`config.mk`:
```
export PLATFORM = sky130hd
export DESIGN_NAME = scaler_pos_gen
export DESIGN_NICKNAME = d
export VERILOG_FILES = /design/src/rtl/sps_pkg.sv /design/src/rtl/sps_divider.sv /design/src/rtl/sps_stepper.sv /design/src/rtl/scaler_pos_gen.sv
export SDC_FILE = /design/constraint.sdc
export NUM_CORES = 1
export LEC_CHECK = 0
export CORE_MARGIN = 2
export CORE_UTILIZATION = 35
export CTS_CLUSTER_DIAMETER = 100
export DETAILED_ROUTE_END_ITERATION = 10
export DONT_BUFFER_PORTS = 1
export REMOVE_ABC_BUFFERS = 1
export SYNTH_ARGS = -nofsm -noshare
export SYNTH_HDL_FRONTEND = slang
export SYNTH_SLANG_ARGS = --single-unit
```
`constraint.sdc`:
```
create_clock -name clk -period 4.3 [get_ports clk]
set_clock_uncertainty 0.2 [all_clocks]
set_input_delay 0.43 -clock clk [delete_from_list [all_inputs] [get_ports clk]]
set_output_delay 0.43 -clock clk [all_outputs]
set_load 0.02 [all_outputs]
```
`src/rtl/sps_pkg.sv`:
```
package sps_pkg;
   localparam int unsigned SPS_SIZE_W  = 12;
   localparam int unsigned SPS_FRAC_W  = 13;
   localparam int unsigned SPS_INC_W   = 16;
   localparam int unsigned SPS_START_W = 19;
   localparam int unsigned SPS_PHASE_W = 4;

   // Number of divider iterations for given field widths.
   function automatic int unsigned sps_div_bits(int unsigned size_w, int unsigned frac_w);
      return size_w + 1 + frac_w;
   endfunction
endpackage

```
`src/rtl/sps_divider.sv`:
```
module sps_divider #(
   parameter int unsigned NUM_W = 26,
   parameter int unsigned DEN_W = 13
) (
   input  logic             clk,
   input  logic             rst_n,
   input  logic             load,
   input  logic [NUM_W-1:0] num,
   input  logic [DEN_W-1:0] den,
   output logic             busy,
   output logic             valid,
   output logic [NUM_W-1:0] quot
);
   localparam int unsigned CNT_W = $clog2(NUM_W + 1);

   logic [NUM_W-1:0] work_q;
   logic [DEN_W-1:0] rem_q;
   logic [DEN_W-1:0] den_q;
   logic [CNT_W-1:0] cnt_q;
   logic             valid_q;

   logic [DEN_W:0]   rem_sh;
   logic [DEN_W:0]   diff;
   logic             ge;
   logic [DEN_W-1:0] rem_nx;

   always_comb begin
      rem_sh = {rem_q, work_q[NUM_W-1]};
      ge     = rem_sh >= {1'b0, den_q};
      diff   = rem_sh - {1'b0, den_q};
      rem_nx = ge ? diff[DEN_W-1:0] : rem_sh[DEN_W-1:0];
   end

   always_ff @(posedge clk or negedge rst_n) begin
      if (!rst_n) begin
         work_q  <= '0;
         rem_q   <= '0;
         den_q   <= '0;
         cnt_q   <= '0;
         valid_q <= 1'b0;
      end else if (load) begin
         work_q  <= num;
         rem_q   <= '0;
         den_q   <= den;
         cnt_q   <= CNT_W'(NUM_W);
         valid_q <= 1'b0;
      end else if (cnt_q != '0) begin
         work_q <= {work_q[NUM_W-2:0], ge};
         rem_q  <= rem_nx;
         cnt_q  <= cnt_q - 1'b1;
         if (cnt_q == CNT_W'(1)) valid_q <= 1'b1;
      end
   end

   assign busy  = cnt_q != '0;
   assign valid = valid_q;
   assign quot  = work_q;
endmodule

```
`src/rtl/sps_stepper.sv`:
```
module sps_stepper #(
   parameter int unsigned SIZE_W  = 12,
   parameter int unsigned FRAC_W  = 13,
   parameter int unsigned INC_W   = 16,
   parameter int unsigned START_W = 19,
   parameter int unsigned PHASE_W = 4
) (
   input  logic                      clk,
   input  logic                      rst_n,
   input  logic                      load,
   input  logic signed [START_W-1:0] start_pos,
   input  logic [SIZE_W-1:0]         src_m1,
   input  logic [SIZE_W-1:0]         dst_m1,
   input  logic [INC_W-1:0]          inc,
   input  logic                      enable,
   input  logic                      advance,
   output logic [SIZE_W-1:0]         index,
   output logic [PHASE_W-1:0]        phase,
   output logic                      last
);
   localparam int unsigned POS_W = SIZE_W + INC_W + 2;

   logic signed [POS_W-1:0] pos_q;
   logic [SIZE_W-1:0]       cnt_q;
   logic [SIZE_W-1:0]       src_q;
   logic [SIZE_W-1:0]       dst_q;
   logic signed [POS_W-1:0] idx_raw;
   logic                    step;

   assign last = enable && (cnt_q == dst_q);
   assign step = enable && advance && !last && !load;

   always_ff @(posedge clk or negedge rst_n) begin
      if (!rst_n) begin
         pos_q <= '0;
         cnt_q <= '0;
         src_q <= '0;
         dst_q <= '0;
      end else if (load) begin
         pos_q <= POS_W'(start_pos);
         cnt_q <= '0;
         src_q <= src_m1;
         dst_q <= dst_m1;
      end else if (step) begin
         pos_q <= pos_q + $signed({1'b0, inc});
         cnt_q <= cnt_q + 1'b1;
      end
   end

   always_comb begin
      idx_raw = pos_q >>> FRAC_W;
      if (idx_raw < 0)
         index = '0;
      else if (idx_raw > $signed(POS_W'({1'b0, src_q})))
         index = src_q;
      else
         index = idx_raw[SIZE_W-1:0];
      phase = pos_q[FRAC_W-1 -: PHASE_W];
   end
endmodule

```
`src/rtl/scaler_pos_gen.sv`:
```
module scaler_pos_gen
   import sps_pkg::*;
#(
   parameter int unsigned SIZE_W  = SPS_SIZE_W,
   parameter int unsigned FRAC_W  = SPS_FRAC_W,
   parameter int unsigned INC_W   = SPS_INC_W,
   parameter int unsigned START_W = SPS_START_W,
   parameter int unsigned PHASE_W = SPS_PHASE_W
) (
   input  logic                      clk,
   input  logic                      rst_n,
   input  logic                      start,
   input  logic [SIZE_W-1:0]         src_size_m1,
   input  logic [SIZE_W-1:0]         dst_size_m1,
   input  logic signed [START_W-1:0] start_pos,
   input  logic                      advance,
   output logic                      busy,
   output logic                      ready,
   output logic [INC_W-1:0]          increment,
   output logic [SIZE_W-1:0]         src_index,
   output logic [PHASE_W-1:0]        phase,
   output logic                      last
);
   localparam int unsigned NUM_W = sps_div_bits(SIZE_W, FRAC_W);
   localparam int unsigned DEN_W = SIZE_W + 1;

   if (PHASE_W > FRAC_W) begin : g_bad_phase
      $error("PHASE_W must not exceed FRAC_W");
   end
   if (START_W > SIZE_W + INC_W + 2) begin : g_bad_start
      $error("START_W too wide for the position register");
   end

   logic [DEN_W-1:0] src_full;
   logic [DEN_W-1:0] dst_full;
   logic [NUM_W-1:0] num;
   logic [NUM_W-1:0] quot;
   logic             div_valid;

   assign src_full = {1'b0, src_size_m1} + 1'b1;
   assign dst_full = {1'b0, dst_size_m1} + 1'b1;
   assign num      = {src_full, {FRAC_W{1'b0}}} + NUM_W'(dst_full >> 1);

   sps_divider #(.NUM_W(NUM_W), .DEN_W(DEN_W)) u_div (
      .clk   (clk),
      .rst_n (rst_n),
      .load  (start),
      .num   (num),
      .den   (dst_full),
      .busy  (busy),
      .valid (div_valid),
      .quot  (quot)
   );

   if (NUM_W > INC_W) begin : g_sat
      assign increment = (quot > NUM_W'({INC_W{1'b1}})) ? {INC_W{1'b1}} : quot[INC_W-1:0];
   end else begin : g_pass
      assign increment = INC_W'(quot);
   end

   assign ready = div_valid;

   sps_stepper #(
      .SIZE_W(SIZE_W), .FRAC_W(FRAC_W), .INC_W(INC_W),
      .START_W(START_W), .PHASE_W(PHASE_W)
   ) u_step (
      .clk       (clk),
      .rst_n     (rst_n),
      .load      (start),
      .start_pos (start_pos),
      .src_m1    (src_size_m1),
      .dst_m1    (dst_size_m1),
      .inc       (increment),
      .enable    (div_valid),
      .advance   (advance),
      .index     (src_index),
      .phase     (phase),
      .last      (last)
   );
endmodule

```
---- After elaboration in Yosys (flattened, before gate mapping) ----
Index checks and enable logic that the tools add are counted.
storage, ports and cells
  output and inout bits ................... 35
  register bits after elaboration ......... 124
  latch bits .............................. 0
  memory bits (writable) .................. 0
  memories kept ........................... 0
  bits of input ports ..................... 47
  word-level logic and storage cells ...... 50
  ROM bits ................................ 0
operators by class
  bitwise logic cells ..................... 0
  order comparisons ....................... 4
  equality and inequality tests ........... 2
  $mul .................................... 0
  mux-type cells .......................... 17
  shift operators ......................... 0
  reduce and logical (&&, ||, !) cells .... 11
  add/subtract/negate cells ............... 7
  div/mod/pow operators ................... 0
operators by type and width
  kind                   count
  $mux 30                2
  $mux 26                2
  $mux 12                4
  $mux 13                3
  $add 30x17->30         1
  $add 12x1->13 const B  2
  $add 26x12->26         1
  $gt 26x16->1 const B   1
  $gt 17x13->1           1
  $lt 17x1->1 const B    1
  $mux 16                1
  $ge 14x13->1           1
  $sub 13x13->13         1
  $add 12x1->12 const B  1
  $eq 12x12->1           1
  $mux 5                 2
  $reduce_bool 2->1      3
  $eq 5x1->1 const B     1
  $reduce_bool 5->1      1
  $sub 5x1->5 const B    1
  $logic_and 1x1->1      4
  $mux 1                 3
  $logic_not 1->1        2
  $reduce_and 2->1       1

---- Depth between registers and ports, before layout ----
  depth after elaboration ................. 7
  mapped depth ............................ 15
  gate-level depth less buffers ........... 13

---- Hierarchy ----
Synthesis repeated with hierarchy kept, for this count alone.
unflattened totals
  cells, all modules ...................... 908
  area, all modules ....................... 8353.0 sq um
modules (own cells, without submodules)
  module          area an instance (sq um)  cells an instance  sequential area each (sq um)  instances
  sps_stepper     4505.6                    477                1651.6                        1
  sps_divider     3339.5                    354                1451.4                        1
  scaler_pos_gen  508.0                     77                 0.0                           1

---- Worst setup path after synthesis ----
No wires, ideal clock.
  path type ............................... reg-to-reg
  start ................................... register u_div.work_q[25], in the netlist u_div.quot[25]
  end ..................................... register u_step.pos_q[16]
  buffers on the path ..................... 2
  slack ................................... 734 ps
  arrival ................................. 3242 ps
  cell stages (with the launch flop) ...... 16
  library setup time ...................... 124 ps
  clock period less this slack ............ 3566 ps
  path through ............................ dfrtp_1 > nor4_1 > nand3_1 > clkbuf_1 > or2_2 > ha_1 > inv_1 > fa_1 > nor2b_1 > o31a_1 > o311a_1 > o21ai_1 > o21ai_1 > buf_2 > nor3b_1 > o31a_1
between the ends
  word-level cells in the longest chain between the ends .. 5
ends and longest elaborated chain
  what                      RTL line              RTL
  start: declaration        sps_divider.sv:16     logic [NUM_W-1:0] work_q;
  start signal: assignment  sps_divider.sv:42     work_q <= num;
  start signal: assignment  sps_divider.sv:48     work_q <= {work_q[NUM_W-2:0], ge};
  $gt 26x16->1              scaler_pos_gen.sv:56  assign increment = (quot > NUM_W'({INC_W{1'b1}})) ? {INC_W{1'b1}} : quot[INC_W-1:0];
  $mux 16                   scaler_pos_gen.sv:56
  named net increment[0]    scaler_pos_gen.sv:19  output logic [INC_W-1:0] increment,
  $add 30x17->30            sps_stepper.sv:45     pos_q <= pos_q + $signed({1'b0, inc});
  $mux 30                   sps_stepper.sv:44     end else if (step) begin
  $mux 30                   sps_stepper.sv:39     end else if (load) begin
  end signal: assignment    sps_stepper.sv:40     pos_q <= POS_W'(start_pos);
  end signal: assignment    sps_stepper.sv:45
  end: declaration          sps_stepper.sv:23     logic signed [POS_W-1:0] pos_q;
The timed path passes the listed nets, and every way through them passes these cells. The select of a mux whose other input is x is not followed.
A chain may end at the register's enable or synchronous reset.

---- Worst setup path in the final report ----
  start ................................... register u_step.pos_q[26]
  end ..................................... output src_index[2]
between the ends
  word-level cells in the longest chain between the ends .. 3
ends and longest elaborated chain
  what              RTL line              RTL
  $gt 17x13->1      sps_stepper.sv:54     else if (idx_raw > $signed(POS_W'({1'b0, src_q})))
  $mux 12           sps_stepper.sv:54
  $mux 12 *         sps_stepper.sv:52     if (idx_raw < 0)
  end: declaration  scaler_pos_gen.sv:20  output logic [SIZE_W-1:0] src_index,
Every way passes the cells marked *; elsewhere a longest branch is shown, timed or not.

==> metrics.txt <==
CTS H-tree depth=4; Final Hold Violating Endpoints=0; Worst-Skew Late Latency=~0.42 ns; Synth Area in XOR/XNOR=6.44%; ordered list of cells on the worst path=or3_1 > or4_1 > a21oi_2 > nand3b_1 > o211ai_2 > buf_4 > mux2i_1 > nor2_1; total via count in the routed design=~6.8k; floorplan die width=157 µm; max-slew violation total from the final report=0; peak per-stage delay on the critical path=0.45 ns; initial DRC count=388; via count of the first global-routing pass=a little under 7k; path category of the worst min-delay check=primary input to flip-flop; total track usage=a little under a fifth; setup repair after global routing missed its margin=no; most instantiated flip-flop cell in the synthesis netlist=sky130_fd_sc_hd__dfrtp_1; CP bufs+invs=1; Top Family by Delay on Critical Path=simple AND/OR/NAND/NOR gates; number of buffers inserted by port buffering=0; Worst-path clk slew=around 0.06 ns; number of top-level pins=slightly above 80; count of placed standard cells in the final layout, fillers left out=about 1.3k; worst vdd ir=between 300 and 400 µV; Avg Cell Area, Syn=between 8 and 9 µm²; TritonCTS clock tree=built; Final Wtd Congestion=around 0.86; fraction of the cycle the final worst path needs=between 80% and 90%; Final ANT Viol Nets=0; Routed wire per std cell=between 15 and 20 µm; die outline area=~25000 µm²; ratio of cells with drive above 1 in the final layout=9.40%; Min Clock Period, post-route=approximately 3.8 ns; final setup vio count=0; floorplan row count=55; final wirelength=around 23000 µm; top post-synthesis cells by count=sky130_fd_sc_hd__dfrtp_1, sky130_fd_sc_hd__nand2_1, sky130_fd_sc_hd__nor2_1; Util after Layout=~42%; multiplexer area fraction after synthesis=under 10%; count of maximum capacitance violations=0; critical path data required time=around 3.7 ns; leading area contributor after synthesis=sky130_fd_sc_hd__dfrtp_1; global-route wire length before repair=between 30000 and 40000 µm; leak pwr=approximately 4.0 nW; crit path DAT=3.21 ns; area added between synthesis and finish=17.4%; critical path class=flip-flop to primary output; arithmetic-cell share of the synthesized area counting full adders, half adders and majority gates=around 7.7%; most common cell in the netlist=sky130_fd_sc_hd__dfrtp_1; Pre-Repair DR Iteration Count=5; Critical Path Start Type=flip-flop; per-cell via count in the routed design=5.30; critical path capture point type=primary output; Pwr Density=approximately 370 nW/µm²; clk buf depth=2; initial core utilization=35.8%; maximum clock rate=roughly 0.26 GHz; maximum number of pins on one net before global-route repair=125; Synth cell types=66; post-DP HPWL=15100 µm; Inserted Diodes=0; asr flop ratio synth=100%; CORE AREA=approximately 23000 µm²; synthesized-area fraction occupied by and/or/nand/nor cells=about a fifth; post-synthesis sequential area ratio=38.0%; number of buffers added for setup after CTS=0; run status=finished clean; Power Total=approximately 3.5 mW; maximum fanout along the worst path=7; Syn Inst Count=~920; tightest slew margin relative to the limit=between 20% and 30%; antenna violations before repair=1; Num Clock Sinks=~120; final net count=1051; count of synthesis-stage warnings from yosys=0; cell area after synthesis=between 8000 and 9000 µm²; buffer cell driving the clock tree root=sky130_fd_sc_hd__clkbuf_16; measured slew at the worst slew-check pin=1.11 ns; remaining global-route overflow=0; die height=157 µm; proportion of netlist area held by the largest area contributor=38.0%; DRC errors left=0; ranking of synthesized cells by area=sky130_fd_sc_hd__dfrtp_1, sky130_fd_sc_hd__ha_1, sky130_fd_sc_hd__mux2i_1, sky130_fd_sc_hd__nand2_1, sky130_fd_sc_hd__o21ai_0; number of enable-type register cells in the synthesized netlist=0; register-to-register setup slack=about 0.48 ns; complex-gate fraction of the synthesized area=between 10% and 20%; number of buffers inserted during clock tree synthesis=17; CP max-delay cell=sky130_fd_sc_hd__or3_1; number of storage elements in the synthesis netlist=124; main combinational cell family by area after synthesis=simple AND/OR/NAND/NOR gates; placed instance count=1203
-- worst register-to-register path, cell delays in order, from the launching register on --
cell and delay [ns]:
sky130_fd_sc_hd__dfrtp_1 0.41, sky130_fd_sc_hd__nor4_1 0.29, sky130_fd_sc_hd__nand3_1 0.11, sky130_fd_sc_hd__buf_4 0.20, sky130_fd_sc_hd__or2_2 0.30, sky130_fd_sc_hd__ha_1 0.21, sky130_fd_sc_hd__inv_1 0.08, sky130_fd_sc_hd__fa_1 0.18
sky130_fd_sc_hd__nor2b_1 0.07, sky130_fd_sc_hd__o31a_1 0.28, sky130_fd_sc_hd__o311a_1 0.34, sky130_fd_sc_hd__o21ai_1 0.30, sky130_fd_sc_hd__o21ai_2 0.23, sky130_fd_sc_hd__and3b_1 0.22, sky130_fd_sc_hd__o31a_1 0.27
-- placed cells by master, fill, tap and decap left out, drive strengths merged, types with 23 or more instances in the layout --
cell         instances
mux2i               44
nand3               23
dlygate4sd3         44
a21oi               51
inv                 44
ha                  47
nor2                76
nand2               99
nor3                27
dfrtp              124
o21ai               77
xnor2               38
-- per-layer routing --
layer	GRT usage [%]	vias to the layer above	wire length, µm
li1	-	3344	-
met1	25.6	3267	10700
met4	5.37	2	397
met5	0	-	13
met2	30.9	151	10500
met3	3.93	27	997
-- power by group --
group | total, mW | switching, mW | internal, mW
Clock | 1.61 | 0.577 | 1.03
Sequential | 1.35 | 0.0901 | 1.26
Combinational | 0.574 | 0.328 | 0.246
Total | 3.53 | 0.996 | 2.53
-- area by class of cell --
cell class,instances,area [µm²]
Fill cell,2248,13200
Multi-Input combinational cell,709,4680
Sequential cell,124,3100
Timing Repair Buffer,60,601
Clock buffer,17,425
Tap cell,313,392
Clock inverter,15,221
Inverter,43,161
-- final timing paths --
check,start,to,cells after the start
setup reg to reg,u_div.quot[25]$_DFFE_PN0P_,u_step.pos_q[18]$_DFFE_PN0P_,14
setup / recovery,u_step.pos_q[26]$_DFFE_PN0P_,src_index[2],8
hold / removal,src_size_m1[10],u_div.quot[25]$_DFFE_PN0P_,2
max in group asynchronous,rst_n,u_step.src_q[2]$_DFFE_PN0P_,2
hold reg to reg,u_div.den_q[0]$_DFFE_PN0P_,u_div.den_q[0]$_DFFE_PN0P_,2
min in group asynchronous,rst_n,u_div.cnt_q[2]$_DFFE_PN0P_,2
-- sequential cells by signal, summed over array words and instances (netlist names) --
signal and cells:
u_step.pos_q 30, u_div.quot 26, u_div.den_q 13, u_div.rem_q 13, u_step.cnt_q 12, u_step.dst_q 12
u_step.src_q 12, u_div.cnt_q 5, u_div.valid 1
-- logic make-up after synthesis --
kind of cell | count (synthesis)
simple gates | 320
mux | 56
compound gates | 224
xor+xnor | 60
flops | 124
fa+ha+maj | 49
buf+inv | 91
-- metrics by stage --
stage          cell area (µm²)  hold slack, ns  setup TNS, ns  setup WS, ns
5_1_grt                   9580          0.0170              0         0.166
4_1_cts                   9580         0.00436              0         0.324
2_1_floorplan             7930         -0.0656         -86.20         -3.10
3_3_place_gp              8430         -0.0616              0         0.409
3_5_place_dp              8430         -0.0582              0         0.344
6_report                  9580          0.0176              0         0.463
-- what timing repair did --
item | in CTS | in global routing
gates resized for setup | 0 | 1
hold buffers | 46 | 0
hold endpoints to repair | 214 | 0
endpoints found under the setup margin | 0 | 1
Power figures use the tool's default switching activity.
